--- config.mk ---
export PLATFORM = sky130hd
export DESIGN_NAME = gain_ramp_ctrl
export DESIGN_NICKNAME = d
export VERILOG_FILES = /design/src/rtl/gain_ramp_ctrl.sv
export SDC_FILE = /design/constraint.sdc
export NUM_CORES = 1
export LEC_CHECK = 0
export ABC_AREA = 1
export BUFFER_PORTS_ARGS = -buffer_cell sky130_fd_sc_hd__buf_2
export CAP_MARGIN = 15
export CORE_UTILIZATION = 25
export CTS_CLUSTER_DIAMETER = 50
export DETAILED_ROUTE_END_ITERATION = 7
export MAX_ROUTING_LAYER = met4
export PLACE_DENSITY = 0.42
export SYNTH_ARGS = -nofsm -noshare
export SYNTH_HDL_FRONTEND = slang
export SYNTH_SLANG_ARGS = --single-unit
--- constraint.sdc ---
create_clock -name clk -period 3.3 [get_ports clk]
set_input_delay 0.495 -clock clk [delete_from_list [all_inputs] [get_ports clk]]
set_output_delay 0.495 -clock clk [all_outputs]
set_load 0.01 [all_outputs]
--- src/rtl/gain_ramp_ctrl.sv ---
module gain_ramp_ctrl #(
  parameter int GW           = 8,
  parameter int STEP_SAMPLES = 128,
  parameter int ZERO_SAMPLES = 1024
) (
  input  logic          clk,
  input  logic          rst_n,
  input  logic          smp_stb,
  input  logic [GW-1:0] atten_l,
  input  logic [GW-1:0] atten_r,
  input  logic          common_sel,
  input  logic          mute_pin_n,
  input  logic          mute_bit,
  input  logic          op_disable,
  input  logic          zdet_en,
  input  logic          zero_l,
  input  logic          zero_r,
  output logic [GW-1:0] gain_l,
  output logic [GW-1:0] gain_r,
  output logic          amute,
  output logic          zero_n
);

  localparam int SCW = (STEP_SAMPLES > 1) ? $clog2(STEP_SAMPLES) : 1;
  localparam int ZCW = $clog2(ZERO_SAMPLES + 1);
  localparam logic [SCW-1:0] STEP_LAST = SCW'(STEP_SAMPLES - 1);
  localparam logic [ZCW-1:0] ZERO_FULL = ZCW'(ZERO_SAMPLES);

  logic [SCW-1:0] step_cnt;
  logic [ZCW-1:0] zrun;
  logic [GW-1:0]  gl_q, gr_q;
  logic           muted, step_now, automute;
  logic [GW-1:0]  tgt_l, tgt_r;

  function automatic logic [GW-1:0] toward(input logic [GW-1:0] cur, input logic [GW-1:0] tgt);
    if (cur < tgt)      return cur + 1'b1;
    else if (cur > tgt) return cur - 1'b1;
    else                return cur;
  endfunction

  assign muted    = !mute_pin_n || mute_bit;
  assign tgt_l    = muted ? '0 : atten_l;
  assign tgt_r    = muted ? '0 : (common_sel ? atten_l : atten_r);
  assign step_now = smp_stb && (step_cnt == STEP_LAST);

  always_ff @(posedge clk or negedge rst_n) begin
    if (!rst_n) begin
      step_cnt <= '0;
    end else if (smp_stb) begin
      step_cnt <= step_now ? '0 : step_cnt + 1'b1;
    end
  end

  always_ff @(posedge clk or negedge rst_n) begin
    if (!rst_n) begin
      gl_q <= '1;
      gr_q <= '1;
    end else if (step_now) begin
      gl_q <= toward(gl_q, tgt_l);
      gr_q <= toward(gr_q, tgt_r);
    end
  end

  always_ff @(posedge clk or negedge rst_n) begin
    if (!rst_n) begin
      zrun <= '0;
    end else if (smp_stb) begin
      if (!(zero_l && zero_r)) zrun <= '0;
      else if (zrun != ZERO_FULL) zrun <= zrun + 1'b1;
    end
  end

  assign automute = zdet_en && (zrun == ZERO_FULL);
  assign gain_l   = op_disable ? '0 : gl_q;
  assign gain_r   = op_disable ? '0 : gr_q;
  assign amute    = op_disable || automute || (gl_q == '0 && gr_q == '0);
  assign zero_n   = !automute;

  assert_gain_step_R4: assert property (@(posedge clk) disable iff (!rst_n)
    (gl_q == $past(gl_q)) || (gl_q == $past(gl_q) + 1'b1) || (gl_q == $past(gl_q) - 1'b1));
  assert_gain_step_r_R4: assert property (@(posedge clk) disable iff (!rst_n)
    (gr_q == $past(gr_q)) || (gr_q == $past(gr_q) + 1'b1) || (gr_q == $past(gr_q) - 1'b1));
  assert_only_on_strobe_R5: assert property (@(posedge clk) disable iff (!rst_n)
    !smp_stb |=> ($stable(gl_q) && $stable(gr_q) && $stable(step_cnt)));
  assert_mute_holds_R2: assert property (@(posedge clk) disable iff (!rst_n)
    (muted && gl_q == '0) |=> (gl_q == '0));
  assert_disable_out_R10: assert property (@(posedge clk) disable iff (!rst_n)
    op_disable |-> (gain_l == '0 && gain_r == '0 && amute));
  assert_zero_needs_en_R8: assert property (@(posedge clk) disable iff (!rst_n)
    !zero_n |-> (zdet_en && amute));

endmodule

==> results of run 1 <==
-- cell usage in the layout, fill, tap and decap left out, types with 2 or more instances in the layout --
| cell type | synthesis | routed |
|---|---|---|
| sky130_fd_sc_hd__fa_1 | 2 | 2 |
| sky130_fd_sc_hd__clkbuf_16 | 0 | 5 |
| sky130_fd_sc_hd__dfrtp_1 | 18 | 18 |
| sky130_fd_sc_hd__clkbuf_8 | 0 | 3 |
| sky130_fd_sc_hd__inv_1 | 56 | 56 |
| sky130_fd_sc_hd__o21ai_0 | 28 | 27 |
| sky130_fd_sc_hd__a21o_1 | 2 | 2 |
| sky130_fd_sc_hd__xor2_1 | 12 | 12 |
| sky130_fd_sc_hd__dfstp_2 | 16 | 16 |
| sky130_fd_sc_hd__nor3_1 | 4 | 4 |
| sky130_fd_sc_hd__a31oi_1 | 2 | 2 |
| sky130_fd_sc_hd__nand4_1 | 10 | 10 |
| sky130_fd_sc_hd__buf_4 | 0 | 3 |
| sky130_fd_sc_hd__xor2_2 | 2 | 2 |
| sky130_fd_sc_hd__o21ai_2 | 8 | 8 |
| sky130_fd_sc_hd__nor2_1 | 55 | 55 |
| sky130_fd_sc_hd__nor4_1 | 5 | 5 |
| sky130_fd_sc_hd__o21ai_1 | 5 | 6 |
| sky130_fd_sc_hd__xnor2_1 | 5 | 5 |
| sky130_fd_sc_hd__buf_2 | 2 | 43 |
| sky130_fd_sc_hd__ha_1 | 31 | 31 |
| sky130_fd_sc_hd__nand3b_1 | 2 | 2 |
| sky130_fd_sc_hd__a21oi_1 | 12 | 12 |
| sky130_fd_sc_hd__nand2_1 | 95 | 95 |
| sky130_fd_sc_hd__nand2_2 | 3 | 3 |
| sky130_fd_sc_hd__nand3_1 | 23 | 23 |
-- final timing paths --
kind                               end  slack, ps
max reg2reg                    gl_q[7]        530
min in group clk           step_cnt[0]        480
max in group asynchronous  step_cnt[4]       2460
min                        step_cnt[2]        320
max                            gl_q[7]        430
min reg2reg                step_cnt[2]        500
-- through the flow --
step                      setup slack [ps]  utilization  power, mW
after floorplan                        234            -       1.13
after global placement                 124        0.290       1.33
after detailed placement              80.8        0.290       1.33
after CTS                              372        0.304       1.88
after global routing                   100        0.304       2.02
final                                  433        0.304       1.86
-- routing by layer --
| layer | routed length, µm | global-route usage | vias up |
|---|---|---|---|
| li1 | - | - | 1416 |
| met1 | 3920 | 0.193 | 1187 |
| met2 | 3350 | 0.222 | 52 |
| met3 | 375 | 0.0265 | 4 |
| met4 | 53 | 0.0254 | 0 |
| met5 | 0 | - | - |
-- worst max-delay path: cells and delay by family --
family	cells	cell delay, ps
simple gates	10	1040
fa+ha+maj	2	720
buf+inv	4	480
compound gates	2	350
-- cell families after synthesis --
group           Yosys count  share of synthesized area
fa+ha+maj                33                      0.146
simple gates            201                      0.295
compound gates           58                      0.113
xor+xnor                 19                     0.0618
flops                    34                      0.297
buf+inv                  64                     0.0878
-- state kept, by name, indices dropped and copies added, names as in the netlist --
name / cells
zrun: 11
gl_q: 8
step_cnt: 7
gr_q: 8
-- final cells by class --
| class | instances | area share |
|---|---|---|
| multi-input combinational | 311 | 0.520 |
| sequential | 34 | 0.251 |
| clock buffer | 8 | 0.0479 |
| timing repair buffer | 46 | 0.0684 |
| tap | 143 | 0.0515 |
| inverter | 57 | 0.0616 |
-- report_power, final --
| group | internal (mW) | leakage [nW] | switching [mW] |
|---|---|---|---|
| clock network | 0.342 | 0.0832 | 0.193 |
| registers | 0.494 | 0.401 | 0.0711 |
| logic | 0.308 | 1.20 | 0.448 |
-- what timing repair did --
item,CTS,global route
resized for setup,0,1
setup endpoints to repair,0,1
hold buffers,0,0
==> impl_summary.log, run 1 <==
INFO  metric run_status = completed
INFO  metric worstPathMaxFanout = 9
INFO  metric timing.critical_path.from_type = input pin
INFO  metric final_cell_area = 3470 µm²
INFO  metric place.detailed.instances = roughly 600
INFO  metric area_of_the_mapped_netlist = just under 3000 µm²
INFO  metric asyncSetResetFlopFracSynth = 1.00
INFO  metric timing.reg2reg.worst_path_depth = 15
INFO  metric num_vias = ~2,700
INFO  metric ratio_of_cells_with_drive_above_1_in_the_final_layout = 0.193
INFO  metric clock_insertion_delay_worst_skew = approximately 280 ps
INFO  metric finalNonFillerCells = between 500 and 600
INFO  metric rsz_0062_raised_after_global_routing = false
INFO  metric vias_per_cell = approximately 4.4
INFO  metric die_h = about 110 µm
INFO  metric max_freq = about 350 MHz
INFO  metric final-max-slew-violation-count = 0
INFO  metric antenna_found_initial = 0
INFO  metric postPlaceCellArea = approximately 3300 µm²
INFO  metric maxCapViolCount = 0
INFO  metric post-synth-top-area-fraction = 0.153
INFO  metric synthDominantAreaCellType = sky130_fd_sc_hd__dfrtp_1
INFO  metric ir_drop = a little over 0.2 mV
INFO  metric synth_edf_count = 0
INFO  metric grt_start_max_net_pins = 35
INFO  metric final.fill_count = 1,268
INFO  metric setup.worst_path.start = mute_bit
INFO  metric timing.setup.critical_path_class = in2reg
INFO  metric worst_clock_skew = ~4.2 ps
INFO  metric cts_tree = yes
INFO  metric wire_length_of_the_first_global_routing_pass = 12,800 µm
INFO  metric first_global_vias = between 2,000 and 3,000
INFO  metric syn2layout_area_growth = 18.4%
INFO  metric timing.hold.worst.class = in2async
INFO  metric max-slew-margin-rel = 0.445
INFO  metric cp.required = about 3500 ps
INFO  metric finalCritPeriodShare = 0.869
INFO  metric routed_wl = between 7000 and 8000 µm
INFO  metric count_of_buffers_from_port_buffering = 43
INFO  metric cellLeakagePower = between 1.5 and 2 nW
INFO  metric synth.avg_cell_area = slightly above 7 µm²
INFO  metric synth_top_cells_by_area = sky130_fd_sc_hd__dfrtp_1, sky130_fd_sc_hd__dfstp_2, sky130_fd_sc_hd__ha_1
INFO  metric crit_top_cell = sky130_fd_sc_hd__nand2_1
INFO  metric floorplan.rows = 39
INFO  metric design.die.area = about 12,000 µm²
INFO  metric netlist-cell-type-count = 31
INFO  metric syn_nets = 468
INFO  metric place.detailed.hpwl = just under 6000 µm
INFO  metric crit-reg2reg-launch = gl_q[5]
INFO  metric count_of_antenna_diodes_in_the_layout = 0
INFO  metric cts_h_tree_lvls = 2
INFO  metric synth.top_cells.by_count = sky130_fd_sc_hd__nand2_1, sky130_fd_sc_hd__inv_1, sky130_fd_sc_hd__nor2_1
INFO  metric floorplan.initialDensity = 0.257
INFO  metric drc_errors = 0
INFO  metric number_of_buffers_inserted_by_post_cts_setup_repair = 0
INFO  metric die_width = roughly 110 µm
INFO  metric seq_area_frac_synth = 0.297
INFO  metric layout.area.seq = 871 µm²
INFO  metric globalplace.congestion = between 0.8 and 0.9
INFO  metric synthMostInstantiatedCell = sky130_fd_sc_hd__nand2_1
INFO  metric final.setup.tns = 0 ps
INFO  metric cts-root-buf = sky130_fd_sc_hd__clkbuf_16
INFO  metric crit_path_max_incr_delay = approximately 430 ps
INFO  metric critical_path_top_delay_cell = sky130_fd_sc_hd__ha_1
INFO  metric routedWlPerCell = 12.9 µm
INFO  metric fin_hold_ws = between 300 and 400 ps
INFO  metric synthesis.yosys.warnings = 0
INFO  metric crit_arrival = ~3100 ps
INFO  metric cts-root-to-sink-buffers = 2
INFO  metric path_cells = buf_2 -> nor2_1 -> buf_4 -> nand2_1 -> ha_1 -> a21o_1 -> nor2_1 -> nand2_1 -> ha_1 -> o21ai_0 -> buf_4 -> nor2_1 -> nor2_1 -> inv_1 -> nand2_1 -> nand2_1 -> nand2_1 -> nand2_1
INFO  metric drt_iter0_markers = between 100 and 150
INFO  metric design.portCount = 44
INFO  metric number_of_clock_sinks_seen_by_cts = 34
INFO  metric drtAntennaViolNets = 0
INFO  metric critPathCaptureType = register
INFO  metric grt_overflow = 0
INFO  metric number_of_setup_violations_in_the_final_report = 0
INFO  metric period_needed = about 2900 ps
INFO  metric synth-seq-cells = 34
INFO  metric max_slew.worst_pin.slew = around 830 ps
INFO  metric timing.final.hold_violations = 0
INFO  metric final_nets = a little over 500
INFO  metric fp.coreArea = 11,400 µm²
INFO  metric globalRouteTotalUtil = 0.142
INFO  metric multi_input_area = roughly 1800 µm²
INFO  metric dominantRegCellSynth = sky130_fd_sc_hd__dfrtp_1
INFO  metric detailedRoute.firstPassIterationCount = 4
INFO  metric postSynthCellCount = 409
INFO  metric power_per_cell_area = 534 nW/µm²
INFO  metric tritoncts_buffers = 5
INFO  metric clock_input_transition_at_the_sequential_cells_of_the_worst_setup_and_hold_paths = roughly 60 ps
No activity file was read; power rests on OpenSTA's default activity.
==> inputs of run 2 (changes only) <==
- ABC_AREA: 1 -> not set
- CORE_MARGIN: not set -> 2
- PLACE_DENSITY: 0.42 -> 0.43
- clock period: 3.3 -> 3 ns (I/O delays scaled with it)
==> impl_summary.log, run 2 <==
INFO  metric run_status = completed
INFO  metric dominantRegCellSynth = sky130_fd_sc_hd__dfrtp_1
INFO  metric largest_register_ff_count = 11
INFO  metric vias_per_cell = 4.46
INFO  metric routed_wl = a little under 7000 µm
INFO  metric grt_start_max_net_pins = 35
INFO  metric synth.avg_cell_area = 9.64 µm²
INFO  metric dp_slack = -262 ps
INFO  metric floorplan.initialDensity = 0.255
INFO  metric design.die.area = about 12,000 µm²
INFO  metric max-slew-margin-rel = 0.399
INFO  metric commonest_cells_after_routing_fill_and_taps_aside = sky130_fd_sc_hd__buf_2, sky130_fd_sc_hd__buf_4, sky130_fd_sc_hd__nand2_1, sky130_fd_sc_hd__ha_1, sky130_fd_sc_hd__nor2b_1
INFO  metric fin_ws = between 80 and 90 ps
INFO  metric synthMostInstantiatedCell = sky130_fd_sc_hd__nand2_1
INFO  metric cts_tree = yes
INFO  metric detailedRoute.firstPassIterationCount = 5
INFO  metric worstPathMaxFanout = 4
INFO  metric antenna_found_initial = 0
INFO  metric critPathCaptureType = register
INFO  metric tritoncts_buffers = 5
INFO  metric cts-root-to-sink-buffers = 2
INFO  metric wire_length_of_the_first_global_routing_pass = 11,100 µm
INFO  metric floorplan.rows = 38
INFO  metric asyncSetResetFlopFracSynth = 1.00
INFO  metric num_vias = 2,283
INFO  metric finalCritPeriodShare = 0.971
INFO  metric max_slew.worst_pin.slew = ~900 ps
INFO  metric synthDominantAreaCellType = sky130_fd_sc_hd__dfrtp_1
INFO  metric drt_iter0_markers = between 70 and 80
INFO  metric first_global_vias = 2,265
INFO  metric area_of_the_mapped_netlist = around 2700 µm²
INFO  metric regMostFlops = zrun
INFO  metric synth_edf_count = 0
INFO  metric drc_errors = 0
INFO  metric ir_drop = 0.186 mV
INFO  metric final_nets = 430
INFO  metric routedWlPerCell = between 10 and 15 µm
INFO  metric fp.coreArea = approximately 11,000 µm²
INFO  metric syn2layout_area_growth = 38.2%
INFO  metric ratio_of_cells_with_drive_above_1_in_the_final_layout = 0.460
INFO  metric cellLeakagePower = 1.73 nW
INFO  metric synth.top_cells.by_count = sky130_fd_sc_hd__nand2_1, sky130_fd_sc_hd__ha_1, sky130_fd_sc_hd__a21oi_1
INFO  metric postPlaceCellArea = between 3000 and 4000 µm²
INFO  metric seq_area_frac_synth = 0.318
INFO  metric number_of_setup_violations_in_the_final_report = 0
INFO  metric final-max-slew-violation-count = 0
INFO  metric timing.critical_path.from_type = input pin
INFO  metric timing.setup.critical_path_class = in2reg
INFO  metric count_of_buffers_from_port_buffering = 43
INFO  metric clock_input_transition_at_the_sequential_cells_of_the_worst_setup_and_hold_paths = roughly 80 ps
INFO  metric crit_arrival = between 3000 and 4000 ps
INFO  metric multi_input_area = around 2000 µm²
INFO  metric count_of_antenna_diodes_in_the_layout = 0
INFO  metric clock_insertion_delay_worst_skew = roughly 290 ps
INFO  metric final_cell_area = approximately 3800 µm²
INFO  metric globalRouteTotalUtil = 0.127
INFO  metric place.detailed.hpwl = approximately 5300 µm
INFO  metric cts-root-buf = sky130_fd_sc_hd__clkbuf_8
INFO  metric postSynthCellCount = about 280
INFO  metric die_h = approximately 110 µm
INFO  metric die_width = ~110 µm
INFO  metric crit-reg2reg-launch = gl_q[1]
INFO  metric layout_commonest_cell = sky130_fd_sc_hd__buf_2
INFO  metric synth_top_cells_by_area = sky130_fd_sc_hd__dfrtp_1, sky130_fd_sc_hd__dfstp_2, sky130_fd_sc_hd__ha_1
INFO  metric drtAntennaViolNets = 0
INFO  metric power_per_cell_area = 394 nW/µm²
INFO  metric layout.area.seq = about 870 µm²
INFO  metric cts_h_tree_lvls = 2
INFO  metric timing.reg2reg.worst_path_depth = 12
INFO  metric cp.required = 3220 ps
INFO  metric maxCapViolCount = 0
INFO  metric worst_clock_skew = 11.3 ps
INFO  metric post-synth-top-area-fraction = 0.165
INFO  metric design.portCount = between 40 and 50
INFO  metric globalplace.congestion = about 0.77
INFO  metric power.total = ~1.5 mW
INFO  metric netlist-cell-type-count = just over 40
INFO  metric timing.hold.worst.class = in2async
INFO  metric setup.worst_path.start = common_sel
INFO  metric period_needed = 2910 ps
INFO  metric synthesis.yosys.warnings = 0
INFO  metric max_freq = 343 MHz
INFO  metric final.fill_count = around 1,100
INFO  metric largestRegisters = zrun (11), gl_q (8), gr_q (8)
INFO  metric timing.final.hold_violations = 0
INFO  metric rsz_0062_raised_after_global_routing = true
INFO  metric holdBufCountCts = 0
INFO  metric grt_overflow = 0
INFO  metric synth-seq-cells = 34
INFO  metric syn_nets = approximately 340
INFO  metric number_of_clock_sinks_seen_by_cts = 34
==> run 2: cell families (layout without fill, tap and decap cells) <==
kind of cell	after synthesis	count (layout)	share of synthesized area
multiplexers	20	20	0.0951
buffers and inverters	15	103	0.0233
adder cells (fa/ha/maj)	33	33	0.156
XOR/XNOR	26	26	0.0832
flip-flops	34	34	0.318
AND/OR/NAND/NOR	106	106	0.206
AO/OA/AOI/OAI	50	50	0.118
==> run 2: worst max-delay path, cell delays in order <==
cell and delay (ps):
sky130_fd_sc_hd__buf_4 130, sky130_fd_sc_hd__mux2_4 300, sky130_fd_sc_hd__nand2_2 80, sky130_fd_sc_hd__ha_4 190
sky130_fd_sc_hd__nor2b_1 120, sky130_fd_sc_hd__o211ai_1 240, sky130_fd_sc_hd__a21oi_2 100, sky130_fd_sc_hd__or2_4 280
sky130_fd_sc_hd__fa_2 350, sky130_fd_sc_hd__a21o_1 180, sky130_fd_sc_hd__a21oi_2 140, sky130_fd_sc_hd__o21bai_1 80
sky130_fd_sc_hd__a21oi_1 160, sky130_fd_sc_hd__xnor2_1 80, sky130_fd_sc_hd__mux2_4 250
==> run 2: layout make-up <==
cell class / count / share of cell area
Timing Repair Buffer: 86 / 0.150
Multi-Input combinational cell: 235 / 0.526
Inverter: 9 / 0.00893
Clock inverter: 2 / 0.0159
Sequential cell: 34 / 0.230
Clock buffer: 6 / 0.0218
Tap cell: 140 / 0.0463
==> run 2: per-stage QoR <==
step | hold slack, ps | utilization | instances | setup TNS (ps)
floorplan | 154 | - | 284 | -413
global placement | 490 | 0.327 | 499 | -1210
detailed placement | 500 | 0.327 | 499 | -1370
CTS | 271 | 0.341 | 507 | 0
global route | 292 | 0.352 | 512 | -36.8
finish | 241 | 0.352 | 512 | 0
==> run 2: final timing paths <==
check | endpoint | slack (ps)
min in group clk | zrun[1] | 440
worst max-delay path | gr_q[6] | 90
worst min register to register | step_cnt[4] | 500
worst max register to register | gl_q[6] | 180
max in group asynchronous | step_cnt[4] | 2250
worst min-delay path | zrun[9] | 240
==> run 2: repair_timing <==
item / 4_1_cts / 5_1_grt
endpoints found under the setup margin: 0 / 4
buffers inserted: 0 / 5
resized for setup: 0 / 16
==> run 2: power breakdown <==
| group | internal (mW) | switching [mW] | leakage (nW) |
|---|---|---|---|
| registers | 0.502 | 0.0455 | 0.403 |
| logic | 0.215 | 0.181 | 1.25 |
| clock network | 0.355 | 0.190 | 0.0714 |
==> run 2: routing by layer <==
metal | vias up | track usage | part of all wire
met5 | - | - | 0
met4 | 0 | 0.0247 | 0.0051
met3 | 2 | 0.0299 | 0.034
met2 | 40 | 0.188 | 0.43
met1 | 1071 | 0.177 | 0.54
li1 | 1170 | - | -
==> inputs of run 3 (changes only) <==
- BUFFER_PORTS_ARGS: -buffer_cell sky130_fd_sc_hd__buf_2 -> -buffer_cell sky130_fd_sc_hd__buf_4
- CORE_MARGIN: 2 -> not set
==> impl_summary.log, run 3 (synthesized netlist as in run 2, its figures left out) <==
INFO  metric run_status = completed
INFO  metric commonest_cells_after_routing_fill_and_taps_aside = sky130_fd_sc_hd__buf_4, sky130_fd_sc_hd__nand2_1, sky130_fd_sc_hd__ha_1, sky130_fd_sc_hd__nor2_1, sky130_fd_sc_hd__dfrtp_1
INFO  metric r2r_slack = around 80 ps
INFO  metric syn2layout_area_growth = 41.6%
INFO  metric finalCritPeriodShare = 0.982
INFO  metric regMostFlops = zrun
INFO  metric crit_buf_inv = 1
INFO  metric critPathCaptureType = register
INFO  metric num_vias = 2,322
INFO  metric cts-root-to-sink-buffers = 2
INFO  metric power_per_cell_area = 342 nW/µm²
INFO  metric tritoncts_buffers = 5
INFO  metric globalRouteTotalUtil = 0.135
INFO  metric floorplan.initialDensity = 0.262
INFO  metric place.detailed.instances = between 500 and 600
INFO  metric drt_iter0_markers = 56
INFO  metric clock_input_transition_at_the_sequential_cells_of_the_worst_setup_and_hold_paths = 70 ps
INFO  metric detailedRoute.firstPassIterationCount = 4
INFO  metric power.clock.fraction = 0.273
INFO  metric ratio_of_cells_with_drive_above_1_in_the_final_layout = 0.465
INFO  metric layout_commonest_cell = sky130_fd_sc_hd__buf_4
INFO  metric number_of_setup_violations_in_the_final_report = 0
INFO  metric finalNonFillerCells = about 520
INFO  metric largest_register_ff_count = 11
INFO  metric crit_arrival = roughly 3200 ps
INFO  metric die_h = approximately 110 µm
INFO  metric r2r-end = gr_q[6]
INFO  metric drtAntennaViolNets = 0
INFO  metric fp.coreArea = ~10,000 µm²
INFO  metric globalplace.congestion = a little under 0.8
INFO  metric timing.final.hold_violations = 0
INFO  metric worst_clock_skew = between 6 and 7 ps
INFO  metric cellLeakagePower = between 1.5 and 2 nW
INFO  metric design.portCount = 44
INFO  metric final.setup.tns = 0 ps
INFO  metric vias_per_cell = 4.49
INFO  metric clock_insertion_delay_worst_skew = ~290 ps
INFO  metric number_of_clock_sinks_seen_by_cts = 34
INFO  metric max_freq = about 340 MHz
INFO  metric netSwitchingPower = just over 0.4 mW
INFO  metric power.sequential.fraction = 0.414
INFO  metric cts_h_tree_lvls = 2
INFO  metric largestRegisters = zrun (11), gl_q (8), gr_q (8)
INFO  metric path_cells = buf_12 -> mux2_4 -> nand2_4 -> ha_4 -> nor2b_4 -> o211ai_1 -> a21oi_2 -> or2_4 -> fa_2 -> a21o_1 -> a21oi_2 -> o21bai_1 -> a21oi_2 -> xnor2_1 -> mux2_4
INFO  metric first_global_vias = 2,348
INFO  metric worst-path-stages = 15
INFO  metric fin_ws = approximately 53 ps
INFO  metric period_needed = approximately 3000 ps
INFO  metric wire_length_of_the_first_global_routing_pass = between 10,000 and 15,000 µm
INFO  metric power.total = around 1.3 mW
INFO  metric critical-path-top-delay-family = compound AO/OA/AOI/OAI gates
INFO  metric final_nets = roughly 440
INFO  metric antenna_found_initial = 0
INFO  metric timing.setup.critical_path_class = in2reg
INFO  metric ir_drop = 0.249 mV
INFO  metric timing.critical_path.from_type = input pin
INFO  metric rsz_0062_raised_after_global_routing = true
INFO  metric cts_tree = yes
INFO  metric grt_overflow = 0
INFO  metric crit-reg2reg-launch = gr_q[1]
INFO  metric timing.reg2reg.worst_path_depth = 12
INFO  metric die_width = between 100 and 150 µm
INFO  metric count_of_antenna_diodes_in_the_layout = 0
INFO  metric routedWlPerCell = 14.1 µm
INFO  metric worstPathMaxFanout = 7
INFO  metric design.die.area = 11,400 µm²
INFO  metric timing.hold.worst.class = in2async
INFO  metric cp.required = between 3000 and 4000 ps
INFO  metric crit_top_cell = sky130_fd_sc_hd__a21oi_2
INFO  metric cts-root-buf = sky130_fd_sc_hd__clkbuf_8
INFO  metric cell_internal_pwr = between 0.9 and 1 mW
INFO  metric routed_wl = ~7300 µm
INFO  metric place.detailed.hpwl = approximately 5700 µm
INFO  metric count_of_buffers_from_port_buffering = 43
INFO  metric max-slew-margin-rel = 0.435
INFO  metric drc_errors = 0
INFO  metric sw_frac_of_total = 0.307
INFO  metric floorplan.rows = 37
INFO  metric power.combinational.fraction = 0.313
INFO  metric max_slew.worst_pin.slew = 848 ps
INFO  metric dp_slack = -303 ps
INFO  metric crit_path_max_incr_delay = 360 ps
INFO  metric grt_start_max_net_pins = 35
INFO  metric maxCapViolCount = 0
INFO  metric final-max-slew-violation-count = 0
INFO  metric critical_path_top_delay_cell = sky130_fd_sc_hd__fa_2
-- run 3: what timing repair did --
action	CTS	global route
resized for setup	0	19
endpoints found under the setup margin	1	5
pin swaps	1	13
cloned	0	1
hold buffers	0	0
setup buffers	0	4
-- run 3: metrics by stage --
stage,hold WS (ps),cell area (µm²),utilization
6_report,102,3880,0.371
5_1_grt,126,3880,0.371
4_1_cts,118,3770,0.360
3_5_place_dp,440,3670,0.351
3_3_place_gp,439,3670,0.351
2_1_floorplan,154,2880,-
-- run 3: routing by layer --
layer / vias to the layer above / wire length, µm / global-route usage
met5: - / 0 / -
li1: 1189 / - / -
met1: 1084 / 3760 / 0.184
met4: 0 / 107 / 0.0440
met3: 7 / 209 / 0.0176
met2: 42 / 3220 / 0.207
-- run 3: final cells by class --
class / instances / area (µm²)
inverters: 9 / 33.8
repair buffers: 95 / 743
flip-flops and latches: 34 / 871
multi-input cells: 235 / 1970
fillers: 1099 / 6590
clock inverters: 1 / 5.00
well taps: 136 / 170
clock buffers: 7 / 86.3
-- run 3: worst max path at each step --
| stage | from | to |
|---|---|---|
| detailed placement | common_sel | gr_q[6] |
| CTS | common_sel | gr_q[6] |
| global placement | mute_bit | gl_q[6] |
| floorplan | common_sel | gr_q[6] |
| finish | common_sel | gr_q[6] |
| global route | mute_pin_n | gl_q[6] |
-- run 3: power by group through the flow --
stage	sequential, mW	clock [mW]	combinational [mW]
global route	0.556	0.393	0.465
global placement	0.556	0	0.391
finish	0.550	0.362	0.415
floorplan	0.548	0	0.239
CTS	0.549	0.378	0.398
detailed placement	0.557	0	0.394
